[src/rtl/xlat_pkg.sv]
package xlat_pkg;
  // Register-word layout seen through the special-purpose-register port.
  localparam int REG_W         = 32;
  localparam int VLD_POS       = 0;
  localparam int PERM_LO       = 6;   // sr=6, sw=7, ur=8, uw=9
  localparam int TLB_SEL_BIT   = 10;
  localparam int XLATE_SEL_BIT = 9;

  typedef struct packed {
    logic uw;
    logic ur;
    logic sw;
    logic sr;
  } perm_t;

  typedef enum logic [1:0] {
    SPR_NONE  = 2'd0,
    SPR_MATCH = 2'd1,
    SPR_XLATE = 2'd2
  } spr_kind_e;
endpackage

[src/rtl/xlat_spr_decode.sv]
module xlat_spr_decode
  import xlat_pkg::*;
#(
  parameter int SPR_AW   = 16,
  parameter int IDX_BITS = 6
) (
  input  logic                clk,
  input  logic                rst,
  input  logic                spr_sel,
  input  logic                spr_we,
  input  logic [SPR_AW-1:0]   spr_addr,
  output spr_kind_e           kind,
  output logic                wr_match,
  output logic                wr_xlate,
  output logic [IDX_BITS-1:0] idx
);
  logic tlb_sel;
  logic unused_addr_bits;

  assign tlb_sel = spr_sel & spr_addr[TLB_SEL_BIT];

  always_comb begin
    if (!tlb_sel)                    kind = SPR_NONE;
    else if (spr_addr[XLATE_SEL_BIT]) kind = SPR_XLATE;
    else                             kind = SPR_MATCH;
  end

  assign wr_match = spr_we && (kind == SPR_MATCH);
  assign wr_xlate = spr_we && (kind == SPR_XLATE);
  assign idx      = spr_addr[IDX_BITS-1:0];

  assign unused_addr_bits = ^spr_addr;

  // nothing reaches storage without chip select and the TLB address bit
  a_r5_no_write_unselected : assert property (@(posedge clk) disable iff (rst)
    (!spr_sel || !spr_addr[TLB_SEL_BIT]) |-> (!wr_match && !wr_xlate));
  // a write strobe is needed for any write
  a_r10_write_needs_strobe : assert property (@(posedge clk) disable iff (rst)
    !spr_we |-> (!wr_match && !wr_xlate));
endmodule

[src/rtl/xlat_entry_store.sv]
module xlat_entry_store
  import xlat_pkg::*;
#(
  parameter int IDX_BITS = 6,
  parameter int TAG_W    = 13,
  parameter int PPN_W    = 19,
  localparam int ENTRIES = 1 << IDX_BITS
) (
  input  logic                clk,
  input  logic                rst,
  input  logic                wr_match,
  input  logic                wr_xlate,
  input  logic [IDX_BITS-1:0] wr_idx,
  input  logic [TAG_W-1:0]    wr_tag,
  input  logic                wr_vld,
  input  logic [PPN_W-1:0]    wr_ppn,
  input  perm_t               wr_perm,
  input  logic [IDX_BITS-1:0] lk_idx,
  output logic                lk_vld,
  output logic [TAG_W-1:0]    lk_tag,
  output logic [PPN_W-1:0]    lk_ppn,
  output perm_t               lk_perm,
  output logic                rd_vld,
  output logic [TAG_W-1:0]    rd_tag,
  output logic [PPN_W-1:0]    rd_ppn,
  output perm_t               rd_perm
);
  logic [ENTRIES-1:0] vld_q;
  logic [ENTRIES-1:0] match_sel;
  logic [TAG_W-1:0]   tag_mem  [ENTRIES];
  logic [PPN_W-1:0]   ppn_mem  [ENTRIES];
  perm_t              perm_mem [ENTRIES];

  for (genvar e = 0; e < ENTRIES; e++) begin : g_sel
    assign match_sel[e] = wr_match && (wr_idx == IDX_BITS'(e));
  end

  // Valid flags are the only state that reset touches.
  always_ff @(posedge clk or posedge rst) begin
    if (rst) vld_q <= '0;
    else     vld_q <= (vld_q & ~match_sel) | (match_sel & {ENTRIES{wr_vld}});
  end

  always_ff @(posedge clk) begin
    if (wr_match) tag_mem[wr_idx] <= wr_tag;
    if (wr_xlate) begin
      ppn_mem[wr_idx]  <= wr_ppn;
      perm_mem[wr_idx] <= wr_perm;
    end
  end

  assign lk_vld  = vld_q[lk_idx];
  assign lk_tag  = tag_mem[lk_idx];
  assign lk_ppn  = ppn_mem[lk_idx];
  assign lk_perm = perm_mem[lk_idx];
  assign rd_vld  = vld_q[wr_idx];
  assign rd_tag  = tag_mem[wr_idx];
  assign rd_ppn  = ppn_mem[wr_idx];
  assign rd_perm = perm_mem[wr_idx];

  // a match write lands in the addressed valid flag on the next edge
  a_r6_valid_written : assert property (@(posedge clk) disable iff (rst)
    wr_match |=> (vld_q[$past(wr_idx)] == $past(wr_vld)));
  // valid flags hold when no match write occurs
  a_r10_valid_held : assert property (@(posedge clk) disable iff (rst)
    !wr_match |=> $stable(vld_q));
endmodule

[src/rtl/xlat_lookup.sv]
module xlat_lookup
  import xlat_pkg::*;
#(
  parameter int TAG_W = 13,
  parameter int PPN_W = 19
) (
  input  logic             clk,
  input  logic             rst,
  input  logic             xlat_en,
  input  logic [TAG_W-1:0] va_tag,
  input  logic             ent_vld,
  input  logic [TAG_W-1:0] ent_tag,
  input  logic [PPN_W-1:0] ent_ppn,
  input  perm_t            ent_perm,
  output logic             hit,
  output logic [PPN_W-1:0] ppn,
  output perm_t            perm
);
  logic tag_eq;

  assign tag_eq = (va_tag == ent_tag);
  assign hit    = xlat_en & ent_vld & tag_eq;
  assign ppn    = xlat_en ? ent_ppn  : '0;
  assign perm   = xlat_en ? ent_perm : '0;

  // a hit needs a valid indexed entry from storage
  a_r1_hit_needs_valid : assert property (@(posedge clk) disable iff (rst)
    hit |-> ent_vld);
  // disabled lookups stay quiet
  a_r4_disabled_quiet : assert property (@(posedge clk) disable iff (rst)
    !xlat_en |-> (!hit && ppn == '0 && perm == '0));
endmodule

[src/rtl/dtlb_dm.sv]
module dtlb_dm
  import xlat_pkg::*;
#(
  parameter int VA_W      = 32,
  parameter int PAGE_BITS = 13,
  parameter int IDX_BITS  = 6,
  parameter int SPR_AW    = 16
) (
  input  logic                       clk,
  input  logic                       rst,
  input  logic                       xlat_en,
  input  logic [VA_W-1:0]            vaddr,
  output logic                       hit,
  output logic [VA_W-PAGE_BITS-1:0]  ppn,
  output logic                       perm_uw,
  output logic                       perm_ur,
  output logic                       perm_sw,
  output logic                       perm_sr,
  input  logic                       spr_sel,
  input  logic                       spr_we,
  input  logic [SPR_AW-1:0]          spr_addr,
  input  logic [REG_W-1:0]           spr_wdata,
  output logic [REG_W-1:0]           spr_rdata
);
  localparam int PPN_W = VA_W - PAGE_BITS;
  localparam int TAG_W = PPN_W - IDX_BITS;

  function automatic logic [IDX_BITS-1:0] f_vidx(input logic [VA_W-1:0] va);
    return va[PAGE_BITS +: IDX_BITS];
  endfunction

  function automatic logic [TAG_W-1:0] f_vtag(input logic [VA_W-1:0] va);
    return va[VA_W-1 -: TAG_W];
  endfunction

  function automatic logic [REG_W-1:0] f_match_word(input logic [TAG_W-1:0] tag,
                                                    input logic vld);
    logic [REG_W-1:0] w;
    w = '0;
    w[REG_W-1 -: TAG_W] = tag;
    w[VLD_POS] = vld;
    return w;
  endfunction

  function automatic logic [REG_W-1:0] f_xlate_word(input logic [PPN_W-1:0] pn,
                                                    input perm_t pm);
    logic [REG_W-1:0] w;
    w = '0;
    w[REG_W-1 -: PPN_W] = pn;
    w[PERM_LO +: 4] = pm;
    return w;
  endfunction

  spr_kind_e           kind;
  logic                wr_match, wr_xlate;
  logic [IDX_BITS-1:0] spr_idx;
  logic                lk_vld, rd_vld;
  logic [TAG_W-1:0]    lk_tag, rd_tag;
  logic [PPN_W-1:0]    lk_ppn, rd_ppn;
  perm_t               lk_perm, rd_perm, out_perm;
  logic                unused_bits;

  assign unused_bits = ^{vaddr[PAGE_BITS-1:0], spr_wdata};

  xlat_spr_decode #(.SPR_AW(SPR_AW), .IDX_BITS(IDX_BITS)) u_dec (
    .clk(clk), .rst(rst), .spr_sel(spr_sel), .spr_we(spr_we),
    .spr_addr(spr_addr), .kind(kind), .wr_match(wr_match),
    .wr_xlate(wr_xlate), .idx(spr_idx)
  );

  xlat_entry_store #(.IDX_BITS(IDX_BITS), .TAG_W(TAG_W), .PPN_W(PPN_W)) u_store (
    .clk(clk), .rst(rst), .wr_match(wr_match), .wr_xlate(wr_xlate),
    .wr_idx(spr_idx),
    .wr_tag(spr_wdata[REG_W-1 -: TAG_W]),
    .wr_vld(spr_wdata[VLD_POS]),
    .wr_ppn(spr_wdata[REG_W-1 -: PPN_W]),
    .wr_perm(perm_t'(spr_wdata[PERM_LO +: 4])),
    .lk_idx(f_vidx(vaddr)),
    .lk_vld(lk_vld), .lk_tag(lk_tag), .lk_ppn(lk_ppn), .lk_perm(lk_perm),
    .rd_vld(rd_vld), .rd_tag(rd_tag), .rd_ppn(rd_ppn), .rd_perm(rd_perm)
  );

  xlat_lookup #(.TAG_W(TAG_W), .PPN_W(PPN_W)) u_lk (
    .clk(clk), .rst(rst), .xlat_en(xlat_en), .va_tag(f_vtag(vaddr)),
    .ent_vld(lk_vld), .ent_tag(lk_tag), .ent_ppn(lk_ppn), .ent_perm(lk_perm),
    .hit(hit), .ppn(ppn), .perm(out_perm)
  );

  assign perm_uw = out_perm.uw;
  assign perm_ur = out_perm.ur;
  assign perm_sw = out_perm.sw;
  assign perm_sr = out_perm.sr;

  always_comb begin
    unique case (kind)
      SPR_MATCH: spr_rdata = f_match_word(rd_tag, rd_vld);
      SPR_XLATE: spr_rdata = f_xlate_word(rd_ppn, rd_perm);
      default:   spr_rdata = '0;
    endcase
  end

  // reads outside the block's window return zero
  a_r8_unselected_zero : assert property (@(posedge clk) disable iff (rst)
    (!spr_sel || !spr_addr[TLB_SEL_BIT]) |-> (spr_rdata == '0));
  // unimplemented match-word bits stay zero
  a_r8_match_pad_zero : assert property (@(posedge clk) disable iff (rst)
    (kind == SPR_MATCH) |-> (spr_rdata[REG_W-TAG_W-1:VLD_POS+1] == '0));
  // an enabled lookup reports the stored page number
  a_r2_ppn_from_store : assert property (@(posedge clk) disable iff (rst)
    xlat_en |-> (ppn == lk_ppn));
endmodule

[config.mk]
export PLATFORM = sky130hd
export DESIGN_NAME = dtlb_dm
export DESIGN_NICKNAME = d
export VERILOG_FILES = /design/src/rtl/xlat_pkg.sv /design/src/rtl/xlat_spr_decode.sv /design/src/rtl/xlat_entry_store.sv /design/src/rtl/xlat_lookup.sv /design/src/rtl/dtlb_dm.sv
export SDC_FILE = /design/constraint.sdc
export NUM_CORES = 2
export LEC_CHECK = 0
export ABC_AREA = 1
export BUFFER_PORTS_ARGS = -buffer_cell sky130_fd_sc_hd__buf_2
export CAP_MARGIN = 20
export CORE_AREA = 10 10 540 542
export DETAILED_ROUTE_END_ITERATION = 12
export DIE_AREA = 0 0 550 552
export PLACE_DENSITY = 0.59
export SYNTH_ARGS = -nofsm -noshare
export SYNTH_HDL_FRONTEND = slang
export SYNTH_SLANG_ARGS = --single-unit
[constraint.sdc]
create_clock -name clk -period 4.1 [get_ports clk]
set_input_delay 0.82 -clock clk [delete_from_list [all_inputs] [get_ports clk]]
set_output_delay 0.82 -clock clk [all_outputs]
set_load 0.01 [all_outputs]
==> run_results.csv <==
group,metric,value,unit
synthesis,yosysTopAreaCell,"edfxtp_1",
place,port-buffer-count,103,
drt,drc_errors,0,
global_routing,use_met1,36.5,%
synthesis,synth_commonest_cells,"edfxtp_1, nand2_1, a22oi_1",
floorplan,num_rows,195,
setup_path,cp-start-kind,"primary input",
floorplan,die_x,550,um
synthesis,synthesis.area,112000,um^2
drt,final_antenna_net_count,0,
drt,vias_per_cell,6.42,
layout,drive_gt1_share,14.7,%
place,placed_cells,14348,
power,leakagePower,46.6,nW
floorplan,die_y,552,um
clock_tree,clock_latency,900,ps
clock_tree,clock-sinks,2368,
setup_path,critPathMaxFanout,17,
drt,wl_per_cell,30.4,um
synthesis,yosysTopAreaCellShare,61.9,%
floorplan,initial_core_util,39.8,%
synthesis,yosysWarningCount,0,
synthesis,syn_area_per_cell,10.7,um^2
layout,final_nets,10976,
sta,tightest_slew,1160,ps
sta,fmax,243,MHz
global_routing,grt_max_degree,99,
setup_path,path_class,"primary input to output port",
setup_path,crit_chain,"clkbuf_4, nor2_4, buf_6, buf_16, buf_12, buf_12, buf_4, a22oi_1, nand2_1, nand2_1, nand3_1, o21ai_0, a31oi_1, buf_4, buf_2",
setup_path,crit_required,3280,ps
synthesis,synthFlopType,"edfxtp_1",
drt,drt_iter0_drc,16099,
power,power.total,55.3,mW
synthesis,ys_ff_latch,2368,
setup_path,slowest_stage,"o21ai_0",
power,powerDensity,416,nW/um^2
sta,fin_crit_sh,100,%
worst_hold_path,hp-class,"primary input to flop",
global_routing,grt-busiest-layer,"met2",
setup_path,max_stage_delay,360,ps
setup_path,worstPathArrival,3290,ps
global_routing,track_usage,27.9,%
clock_tree,htree_levels,4,
sta,fin_hold_ws,317,ps
setup_path,crit_path_end_kind,"output port",
clock_tree,clkTransAtPathRegs,60,ps
power,vdd_ir_drop_max,0.366,mV
place,gp_congestion,0.919,
synthesis,synth_most_common_cell,"edfxtp_1",
floorplan,pin_count,141,
sta,grt_setup_unrepaired,"yes",
sta,clock_skew,0,ps
sta,layout_min_cycle_time,4110,ps
drt,wl,450,mm
sta,setup_slack,-9.19,ps
drt,first_pass_iters,7,
sta,maxSlewHeadroom,22.7,%
global_routing,use_met3,6.60,%
global_routing,grt_pass1_vias,90192,
global_routing,grt_pass1_wl,632,mm
job,cap_violations,0,
synthesis,synth_cells,10472,
setup_path,reg2reg_slack,3390,ps
drt,vias,95301,
synthesis,seq_area_frac_synth,63.3,%
global_routing,overflow,0,
clock_tree,cts_tree,"done",
layout,fin_util,47.3,%
status,status,"complete, but fails checks",
layout,fill_cells,24907,
sta,slew_viol_final,0,
synthesis,ys_types,51,
synthesis,async_flop_share,2.70,%
setup_path,startpoint,"spr_addr[0]",
worst_hold_path,holdCritStartpoint,"spr_wdata[28]",
global_routing,use_met2,42.2,%
clock_tree,ctsLongestPathBuffers,4,
layout,synthToLayoutAreaGrowth,18.9,%
floorplan,dieArea,304000,um^2
place,dpl.hpwl,268,mm
synthesis,synthTopCellsByArea,"edfxtp_1, a22oi_1, nand2_1",
sta,setup_violations,3,
layout,final_cells,14837,
synthesis,synth_edf_count,2304,
status,violations,"setup timing",
global_routing,antenna_found_initial,17,
clock_tree,cts_root_buffer,"clkbuf_16",
sta,finalHoldViolations,0,
floorplan,coreArea,281000,um^2
clock_tree,numCtsBuffers,249,
## sequential cells by signal, indices dropped and copies added, names as in the netlist, named ones only
signal / flops
u_store.tag_mem: 832
u_store.perm_mem: 256
u_store.ppn_mem: 1216
## through the flow
step           area (um^2)  TNS (ps)  setup slack, ps
6_report            133000     -15.4            -9.19
5_1_grt             133000      -173            -55.4
4_1_cts             132000      -291             -140
3_5_place_dp        124000     -3010             -525
3_3_place_gp        124000     -3270             -550
2_1_floorplan       112000         0              201
## worst max-delay path, delay by kind of cell
kind	cells	cell delay (ps)
compound gates	3	730
simple gates	4	280
buf+inv	8	1360
## per-layer routing
metal	vias up	routed length, um
met1	46473	165000
met4	2	31100
met3	1379	55400
li1	39956	-
met2	7491	199000
met5	-	16
## placed cells by master, fill, tap and decap left out, types with 11 or more instances in the layout
master,netlist,routed
a21boi_0,31,26
a21o_1,33,33
a21oi_1,188,184
a22o_1,38,38
a22oi_1,1179,1164
a22oi_2,0,15
a31oi_1,24,18
a41oi_1,28,25
buf_12,1,265
buf_16,0,22
buf_2,338,81
buf_4,100,649
buf_6,38,24
bufinv_16,0,28
clkbuf_1,347,55
clkbuf_16,0,262
clkinv_1,1,57
clkinv_2,1,46
dfrtp_1,64,64
edfxtp_1,2304,2304
inv_1,63,59
nand2_1,2212,2189
nand2_2,2,17
nand3_1,956,945
nand3_2,0,11
nand4_1,52,52
nor2_1,868,855
nor2_4,0,11
nor3_2,4,120
o211ai_1,19,19
o21ai_0,860,843
o21ai_1,60,74
o221ai_1,64,64
o22ai_1,330,329
o31ai_1,26,17
## power by group
group | internal [mW] | total [mW] | switching, mW
clock | 12.9 | 22.5 | 9.61
combinational | 1.98 | 6.13 | 4.16
sequential | 26.6 | 26.6 | 0.0325
## kinds of logic (layout without fill, tap and decap cells)
group           count (synthesis)  in the layout  share of synthesized area [%]
simple gates                 4227           4227                           15.6
compound gates               2903           2903                           16.8
flops                        2368           2368                           63.3
buf+inv                       973           1583                           4.28
other cells                     1             13                        0.00336
## path summary, 6_finish.rpt
kind | endpoint | cells past startpoint
min in group asynchronous | asynchronous set/reset pin | 3
min | u_store.tag_mem[22][9] | 1
max | spr_rdata[18] | 15
min reg2reg | flop | 2
max reg2reg | flop | 2
max in group asynchronous | asynchronous set/reset pin | 4
## final cells by class
class / instances / area (um^2) / share of cell area [%]
Timing Repair inverter: 1 / 8.76 / 0.00659
Timing Repair Buffer: 1059 / 11800 / 8.89
Inverter: 74 / 355 / 0.267
Clock inverter: 141 / 1380 / 1.04
Antenna cell: 5 / 12.5 / 0.00941
Clock buffer: 308 / 6530 / 4.91
Sequential cell: 2368 / 70800 / 53.2
Multi-Input combinational cell: 7138 / 37400 / 28.1
Tap cell: 3743 / 4680 / 3.52
## what timing repair did
action | in CTS | in global routing
cloned | 0 | 11
gates resized for setup | 43 | 135
endpoints found under the setup margin | 24 | 35
hold buffers | 1 | 0
endpoints found under the hold margin | 20 | 0
pin swaps | 4 | 28
setup buffers | 5 | 8
Power figures use the tool's default switching activity.
